File: src/rtl/pcs_pkg.sv
package pcs_pkg;

    parameter int PC_W         = 13;
    parameter int IMM_W        = 11;
    parameter int PAGE_W       = 8;
    parameter int PAGE_SEL_LSB = 3;
    parameter int STK_DEPTH    = 8;

    localparam int SEL_W = PC_W - IMM_W;
    localparam int SP_W  = $clog2(STK_DEPTH);

    typedef logic [PC_W-1:0]   pc_t;
    typedef logic [IMM_W-1:0]  imm_t;
    typedef logic [PAGE_W-1:0] page_t;
    typedef logic [SP_W-1:0]   sp_t;

    typedef enum logic [1:0] {
        OP_SEQ,
        OP_CALL,
        OP_RET,
        OP_HOLD
    } pc_op_e;

    typedef struct packed {
        logic push;
        logic pop;
        pc_t  push_val;
    } stk_cmd_t;

    function automatic pc_t pc_inc(pc_t p);
        return p + pc_t'(1);
    endfunction

    function automatic pc_t call_dest(page_t pg, imm_t imm);
        return {pg[PAGE_SEL_LSB +: SEL_W], imm};
    endfunction

endpackage

File: src/rtl/pcs_page.sv
module pcs_page
    import pcs_pkg::*;
(
    input  logic  clk,
    input  logic  rst,
    input  logic  we,
    input  page_t wdata,
    output page_t page_q
);

    always_ff @(posedge clk) begin
        if (rst) begin
            page_q <= '0;
        end else if (we) begin
            page_q <= wdata;
        end
    end

    // the register only moves on an explicit write
    p_page_keep_r8: assert property (@(posedge clk) disable iff (rst)
        !we |=> $stable(page_q));

endmodule

File: src/rtl/pcs_stack.sv
module pcs_stack
    import pcs_pkg::*;
(
    input  logic     clk,
    input  logic     rst,
    input  stk_cmd_t cmd,
    output pc_t      top_o
);

    pc_t slot_q [STK_DEPTH];
    sp_t sp_q;
    sp_t sp_dec;

    assign sp_dec = sp_q - sp_t'(1);
    assign top_o  = slot_q[sp_dec];

    for (genvar g = 0; g < STK_DEPTH; g++) begin : g_slot
        always_ff @(posedge clk) begin
            if (rst) begin
                slot_q[g] <= '0;
            end else if (cmd.push && sp_q == sp_t'(g)) begin
                slot_q[g] <= cmd.push_val;
            end
        end
    end

    always_ff @(posedge clk) begin
        if (rst) begin
            sp_q <= '0;
        end else if (cmd.push) begin
            sp_q <= sp_q + sp_t'(1);
        end else if (cmd.pop) begin
            sp_q <= sp_dec;
        end
    end

    // pointer advances around the ring on every push, no saturation
    p_push_adv_r9: assert property (@(posedge clk) disable iff (rst)
        cmd.push |=> sp_q == sp_t'($past(sp_q) + sp_t'(1)));

    // pop walks back one slot
    p_pop_back_r6: assert property (@(posedge clk) disable iff (rst)
        cmd.pop |=> sp_q == sp_t'($past(sp_q) - sp_t'(1)));

    p_excl_r10: assert property (@(posedge clk) disable iff (rst)
        !(cmd.push && cmd.pop));

endmodule

File: src/rtl/pcs_ctrl.sv
module pcs_ctrl
    import pcs_pkg::*;
(
    input  logic     clk,
    input  logic     rst,
    input  logic     stall,
    input  logic     call_req,
    input  logic     ret_req,
    input  pc_t      call_pc,
    input  pc_t      stk_top,
    output pc_t      pc_o,
    output logic     busy_o,
    output stk_cmd_t stk_cmd
);

    pc_t    pc_q;
    logic   busy_q;
    pc_op_e op;

    always_comb begin
        if (stall || busy_q) begin
            op = OP_HOLD;
        end else if (call_req) begin
            op = OP_CALL;
        end else if (ret_req) begin
            op = OP_RET;
        end else begin
            op = OP_SEQ;
        end
    end

    always_comb begin
        stk_cmd.push     = (op == OP_CALL);
        stk_cmd.pop      = (op == OP_RET);
        stk_cmd.push_val = pc_inc(pc_q);
    end

    always_ff @(posedge clk) begin
        if (rst) begin
            pc_q   <= '0;
            busy_q <= 1'b0;
        end else if (!stall) begin
            busy_q <= (op == OP_CALL) || (op == OP_RET);
            unique case (op)
                OP_SEQ:  pc_q <= pc_inc(pc_q);
                OP_CALL: pc_q <= call_pc;
                OP_RET:  pc_q <= stk_top;
                default: pc_q <= pc_q;
            endcase
        end
    end

    assign pc_o   = pc_q;
    assign busy_o = busy_q;

    // dead slot lasts a single unstalled cycle
    p_busy_single_r7: assert property (@(posedge clk) disable iff (rst)
        busy_q && !stall |=> !busy_q);

    // counter frozen across the dead slot
    p_busy_hold_r7: assert property (@(posedge clk) disable iff (rst)
        busy_q |=> $stable(pc_q));

    // stall freezes sequencing state
    p_stall_hold_r4: assert property (@(posedge clk) disable iff (rst)
        stall |=> $stable(pc_q) && $stable(busy_q));

    // plain advance by one
    p_seq_step_r2: assert property (@(posedge clk) disable iff (rst)
        (!stall && !busy_q && !call_req && !ret_req)
            |=> pc_q == pc_t'($past(pc_q) + pc_t'(1)));

endmodule

File: src/rtl/pcs_sequencer.sv
module pcs_sequencer
    import pcs_pkg::*;
(
    input  logic              clk,
    input  logic              rst,
    input  logic              stall_i,
    input  logic              call_req_i,
    input  logic [IMM_W-1:0]  call_imm_i,
    input  logic              ret_req_i,
    input  logic              page_we_i,
    input  logic [PAGE_W-1:0] page_wdata_i,
    output logic [PC_W-1:0]   fetch_addr_o,
    output logic              busy_o
);

    page_t    page_q;
    pc_t      stk_top;
    pc_t      call_pc;
    stk_cmd_t stk_cmd;

    pcs_page u_page (
        .clk    (clk),
        .rst    (rst),
        .we     (page_we_i),
        .wdata  (page_wdata_i),
        .page_q (page_q)
    );

    assign call_pc = call_dest(page_q, call_imm_i);

    pcs_stack u_stack (
        .clk   (clk),
        .rst   (rst),
        .cmd   (stk_cmd),
        .top_o (stk_top)
    );

    pcs_ctrl u_ctrl (
        .clk      (clk),
        .rst      (rst),
        .stall    (stall_i),
        .call_req (call_req_i),
        .ret_req  (ret_req_i),
        .call_pc  (call_pc),
        .stk_top  (stk_top),
        .pc_o     (fetch_addr_o),
        .busy_o   (busy_o),
        .stk_cmd  (stk_cmd)
    );

    // accepted call lands on the immediate and opens a dead slot
    p_call_dest_r5: assert property (@(posedge clk) disable iff (rst)
        (call_req_i && !stall_i && !busy_o)
            |=> fetch_addr_o[IMM_W-1:0] == $past(call_imm_i) && busy_o);

    // a call never pops, even with a simultaneous return
    p_call_wins_r10: assert property (@(posedge clk) disable iff (rst)
        call_req_i |-> !stk_cmd.pop);

endmodule

File: config.mk
export PLATFORM = sky130hd
export DESIGN_NAME = pcs_sequencer
export DESIGN_NICKNAME = d
export VERILOG_FILES = /design/src/rtl/pcs_pkg.sv /design/src/rtl/pcs_page.sv /design/src/rtl/pcs_stack.sv /design/src/rtl/pcs_ctrl.sv /design/src/rtl/pcs_sequencer.sv
export SDC_FILE = /design/constraint.sdc
export NUM_CORES = 1
export LEC_CHECK = 0
export ABC_AREA = 1
export BUFFER_PORTS_ARGS = -buffer_cell sky130_fd_sc_hd__buf_2
export CORE_AREA = 2 2 127 129
export DETAILED_ROUTE_END_ITERATION = 8
export DIE_AREA = 0 0 129 131
export HOLD_SLACK_MARGIN = 0.1
export SLEW_MARGIN = 15
export SYNTH_ARGS = -nofsm -noshare
export SYNTH_HDL_FRONTEND = slang
export SYNTH_HIERARCHICAL = 1
export SYNTH_SLANG_ARGS = --single-unit
File: constraint.sdc
create_clock -name clk -period 3.39 [get_ports clk]
set_clock_uncertainty 0.15 [all_clocks]
set_input_delay 0 -clock clk [delete_from_list [all_inputs] [get_ports clk]]
set_output_delay 0 -clock clk [all_outputs]
set_load 0.05 [all_outputs]
==> results.json <==
{
  "clock_latency_ns": 0.42,
  "first_global_vias": 5119,
  "drcViolationCount": 0,
  "drt_iter0_markers": 459,
  "fin_crit_sh_pct": 90.9,
  "fin_tns_setup_ns": 0,
  "slew_headroom_pct": 48.1,
  "path_cells": "inv_1 > ha_1 > clkinvlp_4 > buf_4 > nand3_1 > nand2_1 > nand2_1 > nand2_1 > a22o_1 > a21oi_1 > a21oi_1 > dlygate4sd3_1",
  "ff2ff_path_depth": 12,
  "cts_inserted_buffers": 17,
  "rsz0062_at_grt": "no",
  "die_y_microns": 131,
  "clock_path_buffers": 2,
  "hold-worst-slack_ns": 0.280,
  "cellLeakagePower_nw": 3.51,
  "grt_usage_pct": 21.8,
  "hpwlAfterDp_microns": 10800,
  "ff_latch_area_sq_um": 3500,
  "hp-start": "page_wdata_i[4]",
  "totalWireLength_microns": 17300,
  "setup_viol": 0,
  "grt_remaining_overflow": 0,
  "fmax_mhz": 324,
  "finalHoldViolations": 0,
  "core_sq_um": 15600,
  "syn_area_per_cell_sq_um": 8.08,
  "critPathMaxFanout": 18,
  "powerDensity_nw_per_um2": 565,
  "ant_nets": 0,
  "tightest_slew_ns": 0.777,
  "numPortBuffers": 32,
  "synthCells": 822,
  "cts_tree": "yes",
  "worstPathRequired_ns": 3.54,
  "die-area_sq_um": 16900,
  "post_cts_buffers": 0,
  "drive_gt1_share_pct": 10.3,
  "worstHoldEndpoint": "u_page/page_q[4]",
  "area_growth_pct": 17.2,
  "crit_top_cell": "nand2_1",
  "multi_input_comb_area_sq_um": 2370,
  "worstSetupPathType": "reg -> reg",
  "antenna_cells": 0,
  "slew_violations": 0,
  "rrSetupSlack_ns": 0.31,
  "root_buffer": "clkbuf_16",
  "crit_family": "buffers and inverters",
  "cts.sinks": 123,
  "cp.arrival_ns": 3.23,
  "wl_per_cell_microns": 15.8,
  "grt_pass1_wl_microns": 26900,
  "syn-num-nets": 857,
  "r2r_start": "u_stack/sp_q[1]",
  "startpoint_type": "flop",
  "yosysWarnings": 6,
  "syn-cell-area_sq_um": 6640,
  "rr_endpoint": "u_ctrl/pc_o[7]",
  "outcome": "finished, final reports clean",
  "clkTransAtPathRegs_ns": 0.06,
  "first_pass_iters": 5,
  "cp-startpoint": "u_stack/sp_q[1]",
  "start_util_pct": 42.6,
  "slowest_delay_ns": 0.56,
  "cp_num_buf_inv": 4,
  "die_w_microns": 129,
  "htreeDepth": 4,
  "post-route-min-period_ns": 3.08,
  "drv_cap": 0,
  "grt_max_degree": 58,
  "cp_slowest_cell": "dlygate4sd3_1",
  "hold_class": "in -> reg",
  "vdd_drop_max_mv": 0.333,
  "final_nets": 908,
  "antenna_found_initial": 0,
  "avgViaCountPerCell": 4.88,
  "row_count": 46,
  "critPathCaptureType": "flop",
  "gp_congestion": 0.790,
  "fillers": 1509,
  "pin_count": 39,
  "num_vias": 5363,
  "hold_depth": 6
}
-- metrics by stage --
step	cell area, sq um	worst slack (ns)	power (mW)	instances	util (%)
after floorplan	6640	0.979	2.33	822	-
after global placement	6910	0.696	2.56	1042	44.3
after detailed placement	6910	0.675	2.57	1042	44.3
after CTS	7770	0.0681	4.43	1100	49.8
after global routing	7780	0.0939	4.60	1100	49.9
final	7780	0.307	4.40	1100	49.9
-- tightest hold or removal path: cells and delay by family --
kind / cells / cell delay [ns]
simple gates: 3 / 0.17
buf+inv: 3 / 0.64
-- routing by layer --
metal	wire length (microns)	GRT usage [%]	share of wire (%)
met1	7670	29.1	44
met2	8070	34.6	47
met3	1050	4.15	6.1
met4	538	10.1	3.1
met5	0	0	0
-- cell usage in the layout, fill, tap and decap left out, drive strengths merged --
master,count
nor3,2
nand2,239
o21ai,14
inv,142
edfxtp,104
clkbuf,18
a22o,8
nand4,3
nand3,76
nor2,128
clkinvlp,1
dfxtp,19
ha,10
clkinv,10
a31oi,1
buf,40
a21oi,25
xor2,4
and2,6
bufinv,4
dlygate4sd3,28
xnor2,2
-- registers in the layout (all words and copies together) (netlist names) --
signal / flops
u_stack/slot_q: 104
u_ctrl/pc_o: 13
u_stack/sp_q: 3
u_page/page_q: 2
u_ctrl/busy_o: 1
-- how the worst max path moves through the flow --
stage / endpoint / slack, ns / cells past startpoint
2_1_floorplan: u_ctrl/pc_o[7] / 0.98 / 14
3_3_place_gp: u_ctrl/pc_o[7] / 0.70 / 11
3_5_place_dp: u_ctrl/pc_o[7] / 0.67 / 11
4_1_cts: u_ctrl/pc_o[7] / 0.07 / 12
5_1_grt: u_ctrl/pc_o[7] / 0.09 / 12
6_report: u_ctrl/pc_o[7] / 0.31 / 12
-- power breakdown --
group / internal, mW / switching, mW / leakage (nW) / total (mW)
Combinational: 0.236 / 0.576 / 1.98 / 0.812
Sequential: 1.72 / 0.0424 / 1.24 / 1.76
Clock: 1.20 / 0.623 / 0.289 / 1.83
Total: 3.16 / 1.24 / 3.51 / 4.40
-- what timing repair did --
item | 4_1_cts | 5_1_grt
hold endpoints to repair | 16 | 0
gates resized for setup | 0 | 2
hold buffers | 28 | 0
setup endpoints to repair | 0 | 6
-- cell type report --
cell class,instances,area share [%]
inverters,145,7.06
clock inverters,12,1.99
flip-flops and latches,123,45.0
repair buffers,68,6.48
clock buffers,18,5.51
well taps,216,3.47
multi-input cells,518,30.5
Power figures use the tool's default switching activity.
